### src/rtl/status_pkg.sv
package status_pkg;

  localparam int ADDR_W = 8;

  // byte addresses
  localparam logic [ADDR_W-1:0] A_FAULT = 8'h00;
  localparam logic [ADDR_W-1:0] A_CHAN  = 8'h01;
  localparam logic [ADDR_W-1:0] A_TEMP  = 8'h02;
  localparam logic [ADDR_W-1:0] A_CONV0 = 8'h03;  // channel k low at A_CONV0+2k, high at +1

  // sticky flag indices
  localparam int F_OVC2 = 0;
  localparam int F_OVC1 = 1;
  localparam int F_OSC  = 2;
  localparam int F_CFG  = 3;
  localparam int F_MON1 = 4;
  localparam int F_SAT1 = 5;
  localparam int F_PD1  = 6;
  localparam int F_MON2 = 7;
  localparam int F_SAT2 = 8;
  localparam int F_PD2  = 9;
  localparam int N_FLAGS = 10;

  localparam logic [N_FLAGS-1:0] FAULT_MASK = 10'b00_0000_1111;
  localparam logic [N_FLAGS-1:0] CHAN_MASK  = 10'b11_1111_0000;

  function automatic logic [7:0] pack_fault(input logic [N_FLAGS-1:0] q);
    return {q[F_CFG], q[F_OSC], q[F_OVC1], q[F_OVC2], 4'b0000};
  endfunction

  function automatic logic [7:0] pack_chan(input logic [N_FLAGS-1:0] q,
                                           input logic lvl1, input logic lvl2);
    return {q[F_PD2], q[F_SAT2], q[F_MON2], lvl2,
            q[F_PD1], q[F_SAT1], q[F_MON1], lvl1};
  endfunction

endpackage

### src/rtl/status_event_map.sv
module status_event_map
  import status_pkg::*;
(
  input  logic               ovc1,
  input  logic               ovc2,
  input  logic               osc_wdt,
  input  logic               cfg_mode,
  input  logic               cfg_expire,
  input  logic               mon1,
  input  logic               mon2,
  input  logic               sat1,
  input  logic               sat2,
  input  logic               rail1_down,
  input  logic               rail2_down,
  input  logic               rail_mismatch,
  input  logic               merge_en,
  output logic [N_FLAGS-1:0] ev
);
  always_comb begin
    ev         = '0;
    ev[F_OVC1] = ovc1;
    ev[F_OVC2] = ovc2;
    ev[F_OSC]  = osc_wdt;
    ev[F_CFG]  = cfg_mode & cfg_expire;
    ev[F_MON1] = mon1;
    ev[F_MON2] = mon2;
    ev[F_SAT1] = sat1;
    ev[F_SAT2] = sat2;
    ev[F_PD1]  = merge_en ? rail_mismatch : rail1_down;
    ev[F_PD2]  = merge_en ? (rail1_down | rail2_down) : rail2_down;
  end
endmodule

### src/rtl/sticky_bank.sv
module sticky_bank #(
  parameter int N = 10
) (
  input  logic         clk,
  input  logic         rst_n,
  input  logic [N-1:0] set_i,
  input  logic [N-1:0] clr_i,
  output logic [N-1:0] q_o
);
  for (genvar i = 0; i < N; i++) begin : g_flag
    always_ff @(posedge clk or negedge rst_n) begin
      if (!rst_n)          q_o[i] <= 1'b0;
      else if (set_i[i])   q_o[i] <= 1'b1;   // set beats clear
      else if (clr_i[i])   q_o[i] <= 1'b0;
    end
  end
endmodule

### src/rtl/conv_split.sv
module conv_split #(
  parameter int VAL_W = 10
) (
  input  logic             clk,
  input  logic             rst_n,
  input  logic             capture,
  input  logic [VAL_W-1:0] val,
  output logic [7:0]       lo_byte,
  output logic [7:0]       hi_byte
);
  localparam int HI_W  = VAL_W - 8;
  localparam int PAD_W = 8 - HI_W;

  logic [HI_W-1:0] snap_q;

  always_ff @(posedge clk or negedge rst_n) begin
    if (!rst_n)       snap_q <= '0;
    else if (capture) snap_q <= val[VAL_W-1:8];
  end

  assign lo_byte = val[7:0];
  assign hi_byte = {{PAD_W{1'b0}}, snap_q};
endmodule

### src/rtl/status_bank.sv
module status_bank
  import status_pkg::*;
#(
  parameter int TEMP_W = 8,
  parameter int CONV_W = 10
) (
  input  logic              clk,
  input  logic              rst_n,
  input  logic              rd_en,
  input  logic [ADDR_W-1:0] rd_addr,
  output logic [7:0]        rd_data,
  output logic              laser_off,
  input  logic              ovc1,
  input  logic              ovc2,
  input  logic              osc_wdt,
  input  logic              cfg_mode,
  input  logic              cfg_expire,
  input  logic              mon1,
  input  logic              mon2,
  input  logic              sat1,
  input  logic              sat2,
  input  logic              rail1_down,
  input  logic              rail2_down,
  input  logic              rail_mismatch,
  input  logic              merge_en,
  input  logic [TEMP_W-1:0] temp_code,
  input  logic [CONV_W-1:0] adc1_val,
  input  logic [CONV_W-1:0] adc2_val
);
  localparam int N_CONV = 2;

  logic [N_FLAGS-1:0] flag_set;
  logic [N_FLAGS-1:0] flag_clr;
  logic [N_FLAGS-1:0] flag_q;
  logic               rd_fault;
  logic               rd_chan;
  logic [7:0]         conv_lo [N_CONV];
  logic [7:0]         conv_hi [N_CONV];
  logic [CONV_W-1:0]  conv_val [N_CONV];
  logic [7:0]         rd_mux;

  status_event_map u_map (
    .ovc1, .ovc2, .osc_wdt, .cfg_mode, .cfg_expire, .mon1, .mon2,
    .sat1, .sat2, .rail1_down, .rail2_down, .rail_mismatch, .merge_en,
    .ev(flag_set)
  );

  assign rd_fault = rd_en && (rd_addr == A_FAULT);
  assign rd_chan  = rd_en && (rd_addr == A_CHAN);
  assign flag_clr = (rd_fault ? FAULT_MASK : '0) | (rd_chan ? CHAN_MASK : '0);

  sticky_bank #(.N(N_FLAGS)) u_flags (
    .clk, .rst_n, .set_i(flag_set), .clr_i(flag_clr), .q_o(flag_q)
  );

  assign conv_val[0] = adc1_val;
  assign conv_val[1] = adc2_val;

  for (genvar k = 0; k < N_CONV; k++) begin : g_conv
    localparam logic [ADDR_W-1:0] LO_A = A_CONV0 + ADDR_W'(2 * k);
    conv_split #(.VAL_W(CONV_W)) u_conv (
      .clk, .rst_n,
      .capture(rd_en && (rd_addr == LO_A)),
      .val(conv_val[k]),
      .lo_byte(conv_lo[k]),
      .hi_byte(conv_hi[k])
    );
  end

  always_comb begin
    rd_mux = 8'h00;
    unique case (rd_addr)
      A_FAULT:         rd_mux = pack_fault(flag_q);
      A_CHAN:          rd_mux = pack_chan(flag_q, mon1, mon2);
      A_TEMP:          rd_mux = 8'(temp_code);
      A_CONV0:         rd_mux = conv_lo[0];
      A_CONV0 + 8'd1:  rd_mux = conv_hi[0];
      A_CONV0 + 8'd2:  rd_mux = conv_lo[1];
      A_CONV0 + 8'd3:  rd_mux = conv_hi[1];
      default:         rd_mux = 8'h00;
    endcase
  end

  always_ff @(posedge clk or negedge rst_n) begin
    if (!rst_n) rd_data <= 8'h00;
    else        rd_data <= rd_en ? rd_mux : 8'h00;
  end

  assign laser_off = flag_q[F_CFG];

endmodule

### config.mk
export PLATFORM = sky130hd
export DESIGN_NAME = status_bank
export DESIGN_NICKNAME = d
export VERILOG_FILES = /design/src/rtl/status_pkg.sv /design/src/rtl/status_event_map.sv /design/src/rtl/sticky_bank.sv /design/src/rtl/conv_split.sv /design/src/rtl/status_bank.sv
export SDC_FILE = /design/constraint.sdc
export NUM_CORES = 1
export LEC_CHECK = 0
export CAP_MARGIN = 40
export CORE_MARGIN = 2
export CORE_UTILIZATION = 55
export DETAILED_ROUTE_END_ITERATION = 10
export DONT_BUFFER_PORTS = 1
export PLACE_DENSITY = 0.73
export SYNTH_ARGS = -nofsm -noshare
export SYNTH_HDL_FRONTEND = slang
export SYNTH_SLANG_ARGS = --single-unit
export TNS_END_PERCENT = 5
### constraint.sdc
create_clock -name clk -period 0.9 [get_ports clk]
set_clock_uncertainty 0.05 [all_clocks]
set_input_delay 0.09 -clock clk [delete_from_list [all_inputs] [get_ports clk]]
set_output_delay 0.09 -clock clk [all_outputs]
set_load 0.03 [all_outputs]
# Yosys cells after proc, flatten, opt, wreduce, memory -nomap -nowiden
# Index checks and enable logic that the tools add are counted.
[totals]
regBits = 22
in_bits = 52
output_inout_bits = 9
[op_classes]
n_eq_ne = 6
muxes = 26
bitwise = 3
reduce_logical = 15
[ops]
columns = ["cell", "n"]
rows = [
  ["$pmux W8 S7", 1],
  ["$eq A8 B3 Y1 const B", 3],
  ["$mux W1", 22],
  ["$reduce_bool A2 Y1", 10],
  ["$eq A8 B2 Y1 const B", 2],
  ["$mux W10", 1],
  ["$or A4 B10 Y10", 1],
  ["$eq A8 B1 Y1 const B", 1],
  ["$logic_not A8 Y1", 1],
  ["$mux W8", 1],
  ["$logic_and A1 B1 Y1", 4],
  ["$mux W4", 1],
  ["$and A1 B1 Y1", 1],
  ["$or A1 B1 Y1", 1],
]

# Logic depth before layout (Yosys ltp)
[depth]
word_depth = 6
ltp_mapped = 5

# By module
# A second synthesis with hierarchy kept.
[unflattened]
cells_unflattened = 156
hier_area_um2 = 1595.3
[by_module_without_submodules]
columns = ["module", "instances", "cells_each", "area_per_inst_um2", "seq_area_each_um2"]
rows = [
  ["status_bank", 1, 78, 787.0, 200.2],
  ["conv_split", 2, 19, 181.4, 50.0],
  ["sticky_bank", 1, 30, 362.8, 250.2],
  ["status_event_map", 1, 10, 82.6, 0.0],
]

# Worst setup path before layout
# OpenSTA, ideal clock, no wires.
[synth_timing]
path_type = "in2reg"
startpoint = "input rd_addr[0]"
endpoint = "register u_flags.q_o[9]"
setup_time_ps = 126
arrival_time_ps = 1011
required_time_ps = 724
path_slack_ps = -287
cell_stages = 5
path_buffers = 2
cell_sequence = "buf_4 > nor2b_1 > buf_4 > nand4b_2 > a221o_1"
[synth_via]
elab_chain_cells = 5
[synth_rtl]
columns = ["element", "line", "source"]
rows = [
  ["start: declaration", "status_bank.sv:10", "input logic [ADDR_W-1:0] rd_addr,"],
  ["$eq A8 B1 Y1", "status_bank.sv:49", "assign rd_chan = rd_en && (rd_addr == A_CHAN);"],
  ["$logic_and A1 B1 Y1", "status_bank.sv:49", ""],
  ["$mux W10", "status_bank.sv:50", "assign flag_clr = (rd_fault ? FAULT_MASK : '0) | (rd_chan ? CHAN_MASK : '0);"],
  ["$or A4 B10 Y10", "status_bank.sv:50", ""],
  ["$reduce_bool A2 Y1 (no source line)", "n/a", ""],
  ["end signal: indexed assignment", "sticky_bank.sv:12", "if (!rst_n) q_o[i] <= 1'b0;"],
  ["end signal: indexed assignment", "sticky_bank.sv:13", "else if (set_i[i]) q_o[i] <= 1'b1;"],
  ["end signal: indexed assignment", "sticky_bank.sv:14", "else if (clr_i[i]) q_o[i] <= 1'b0;"],
  ["end: declaration", "sticky_bank.sv:8", "output logic [N-1:0] q_o"],
]
# No other way between the ends.
# A chain may end at the register's enable or synchronous reset.

# Worst setup path after layout
[layout_timing]
startpoint = "register u_flags.q_o[9]"
endpoint = "register rd_data[7]"
[layout_via]
elab_chain_cells = 2
[layout_rtl]
columns = ["element", "line", "source"]
rows = [
  ["$pmux W8 S7", "status_bank.sv:72", "unique case (rd_addr)"],
  ["$mux W8", "status_bank.sv:86", "else rd_data <= rd_en ? rd_mux : 8'h00;"],
  ["end signal: assignment", "status_bank.sv:86", ""],
  ["end: declaration", "status_bank.sv:11", "output logic [7:0] rd_data,"],
]
# No other way between the ends.

==> impl_metrics.ini <==
[cells_and_area]
diodes = 0
area_growth_pct = 41.2
fin_util_pct = 83.6
post_route_cells_drive_above_1_share_pct = 40.7
multi_input_area_um2 = 629
top_library_cells_by_usage_in_the_layout_fill_and_taps_aside = 23 x sky130_fd_sc_hd__dlygate4sd3_1, 16 x sky130_fd_sc_hd__buf_4, 15 x sky130_fd_sc_hd__dfrtp_1
layout.area.seq_um2 = 559
num-nets-final = 193
number_of_fill_cells = 108
mostFrequentLayoutCell = sky130_fd_sc_hd__dlygate4sd3_1

[global_routing]
vias_in_the_first_global_route = 996
global_route_wire_length_before_repair_um = 4570
grt_use_total_pct = 24.2
pin_count_of_the_biggest_net_entering_global_routing = 23
grt_antenna_before_repair = 0
globalRoute.totalOverflow = 0

[power_and_ir_drop]
switchingPower_mw = 0.423
power.clock.fraction_pct = 36.5
p_int_mw = 1.64
comb_power_share_pct = 14.7
p_sw_share_pct = 20.5
power_density_nw_per_um2 = 1250
worst_ir_drop_vdd_v = 0.00111
sequentialPowerShare_pct = 48.9
p_leak_nw = 0.673

[hold_path]
worstHoldPathType = input pin to flip-flop
hold_depth = 3
hold_path_end = rd_data[3]
min-delay-start = rd_addr[1]

[timing]
max_clock_freq_mhz = 961
slew_violations = 0
hold_viol = 1
final-setup-viol-count = 18
fin_hold_ws_ns = -0.0210
setup_slack_ns = -0.141
grt_setup_unrepaired = yes
final_period_demand_of_the_worst_path_ns = 1.04
min_period_over_period_pct = 116
worst_slew_margin_rel_pct = 81.7
worst_slew_pin_slew_ns = 0.275

[synthesis]
synth_seq_area_share_pct = 46.9
synth_largest_area_cell = sky130_fd_sc_hd__dfrtp_1
synthesis.nets = 154
yosys.cell_types.count = 27
number_of_flip_flops_and_latches_in_the_synthesized_netlist = 22
synth_warnings = 0
syn-instance-count = 102
syn_avg_cell_area_um2 = 11.5
synthesis.area_um2 = 1170
synth_area_leaders = sky130_fd_sc_hd__dfrtp_1 47%, sky130_fd_sc_hd__mux2_2 15%, sky130_fd_sc_hd__a21o_1 3.2%, sky130_fd_sc_hd__a22oi_1 3.2%, sky130_fd_sc_hd__a21o_2 3.0%
synth_top_area_share_pct = 46.9

[setup_path]
critPathMaxStageDelay_ns = 0.41
required_ns = 1.05
timing.critical_path.cells = mux2_4 > a22oi_2 > a21oi_1
path_max_fanout = 2
worst-r2r-setup-slack_ns = -0.14
startpoint_type = flip-flop
worstPathBufferInverterCount = 0
cpLargestDelayFamily = flip-flops
timing_worst_setup_path_type = flip-flop to flip-flop
r2r_end = rd_data[7]
critPathCaptureType = flip-flop
worstRegToRegCells = 3
timing.rr.start = u_flags.q_o[9]
critical-path-slowest-cell = sky130_fd_sc_hd__dfrtp_1
worst-endpoint-arrival_ns = 1.20

[clock_network]
clock_insertion_delay_worst_skew_ns = 0.31
worst_setup_hold_path_clk_slew_ns = 0.13
cts.htree.levels = 1
tritoncts_clock_tree = done
cts_max_path_buffers = 2
clock_tree.root_cell = sky130_fd_sc_hd__clkbuf_4
clock-sinks = 22
cts_made_buffers = 3

[routing]
route.detailed.vias_per_inst = 6.02
first_pass_iters = 4
via_count = 1005
wl_um = 2960
detail_route.wl_per_cell_um = 17.7
drcViolationCount = 0
ant_nets = 0
drt_iter0_markers = 34

[floorplan]
floorplan.initialDensity_pct = 59.2
horizontal_die_dimension_um = 50.2
floorplan.die_area_um2 = 2520
dieHeight_um = 50.2
fp-row-count = 16
core_area_um2 = 1980
io_pins = 61

[placed_design]
place.detailed.hpwl_um = 1900
routabilityCongestion = 0.768
port-buffer-count = 0

[status]
failed_checks = hold timing, setup timing
status = finished with violations

[run]
cap_violations = 0
cell usage after synthesis:
| master | n |
|---|---|
| sky130_fd_sc_hd__nand4_1 | 2 |
| sky130_fd_sc_hd__nand3_1 | 5 |
| sky130_fd_sc_hd__and2_1 | 1 |
| sky130_fd_sc_hd__a221oi_1 | 1 |
| sky130_fd_sc_hd__buf_2 | 3 |
| sky130_fd_sc_hd__nor2_1 | 2 |
| sky130_fd_sc_hd__nor2b_1 | 3 |
| sky130_fd_sc_hd__a22oi_1 | 5 |
| sky130_fd_sc_hd__a41oi_1 | 2 |
| sky130_fd_sc_hd__nor3b_1 | 1 |
| sky130_fd_sc_hd__nand4b_1 | 2 |
| sky130_fd_sc_hd__mux2_2 | 16 |
| sky130_fd_sc_hd__a21oi_1 | 4 |
| sky130_fd_sc_hd__mux2_1 | 1 |
| sky130_fd_sc_hd__clkbuf_1 | 2 |
| sky130_fd_sc_hd__a22o_1 | 1 |
| sky130_fd_sc_hd__nor3_2 | 1 |
| sky130_fd_sc_hd__a21o_2 | 4 |
| sky130_fd_sc_hd__a221o_1 | 2 |
| sky130_fd_sc_hd__a21o_1 | 5 |
| sky130_fd_sc_hd__buf_4 | 2 |
| sky130_fd_sc_hd__nand2_1 | 8 |
| sky130_fd_sc_hd__nand4b_2 | 1 |
| sky130_fd_sc_hd__nand3b_1 | 4 |
| sky130_fd_sc_hd__o21ai_0 | 1 |
| sky130_fd_sc_hd__nor4b_4 | 1 |
| sky130_fd_sc_hd__dfrtp_1 | 22 |
through the flow:
stage          cell area (um2)  cells  power, mW  TNS (ns)  setup slack, ns
4_1_cts                   1560    160       2.01     -1.26           -0.150
5_1_grt                   1660    167       2.14     -1.91           -0.192
2_1_floorplan             1180    102       1.18     -3.76           -0.279
3_5_place_dp              1290    137       1.19     -4.64           -0.284
6_report                  1660    167       2.06     -1.26           -0.141
3_3_place_gp              1290    137       1.19     -4.27           -0.261
worst register-to-register path, cell delays in order (launching register included):
cell,delay [ns]
sky130_fd_sc_hd__dfrtp_1,0.41
sky130_fd_sc_hd__mux2_4,0.28
sky130_fd_sc_hd__a22oi_2,0.12
sky130_fd_sc_hd__a21oi_1,0.08
state kept, by name, indices dropped and copies added (netlist names):
signal,cells
g_conv.u_conv.snap_q,4
rd_data,8
u_flags.q_o,10
final cells by class:
class	instances	share of cell area [%]
clock buffer	3	1.36
sequential	22	33.8
timing repair buffer	41	23.0
clock inverter	1	1.81
multi-input combinational	73	38.0
tap	27	2.04
how the worst max path moves through the flow:
stage | startpoint | to | depth (start not counted)
6_report | u_flags.q_o[9] | rd_data[7] | 3
5_1_grt | u_flags.q_o[9] | rd_data[7] | 3
4_1_cts | u_flags.q_o[9] | rd_data[7] | 3
3_5_place_dp | rd_addr[4] | rd_data[1] | 5
3_3_place_gp | rd_addr[4] | u_flags.q_o[9] | 4
2_1_floorplan | rd_addr[4] | g_conv[1].u_conv.snap_q[1] | 3
cells by family after synthesis:
logic type | share of synthesized area (%)
AO/OA/AOI/OAI | 16.2
AND/OR/NAND/NOR | 17.4
flip-flops | 46.9
multiplexers | 16.3
buffers and inverters | 3.20
layer usage:
layer  GRT usage [%]  wire length (um)  part of all wire, %
met5               0                 0                    0
met4            6.94                12                 0.41
met3            5.65               251                  8.5
met2            41.9              1510                   51
met1            29.7              1190                   40
timing repair:
item / in CTS / in global routing
buffers inserted: 2 / 0
pin swaps: 5 / 3
endpoints found under the hold margin: 39 / 25
hold buffers: 17 / 7
resized for setup: 13 / 4
endpoints found under the setup margin: 18 / 20
cloned: 0 / 0
power groups by stage:
stage	Combinational, mW	Sequential [mW]	Clock (mW)
6_report	0.302	1.01	0.752
5_1_grt	0.326	1.01	0.806
4_1_cts	0.234	1.01	0.766
3_5_place_dp	0.161	1.03	0
3_3_place_gp	0.160	1.03	0
2_1_floorplan	0.154	1.03	0
Note: power is estimated with default switching activity, not from simulation.
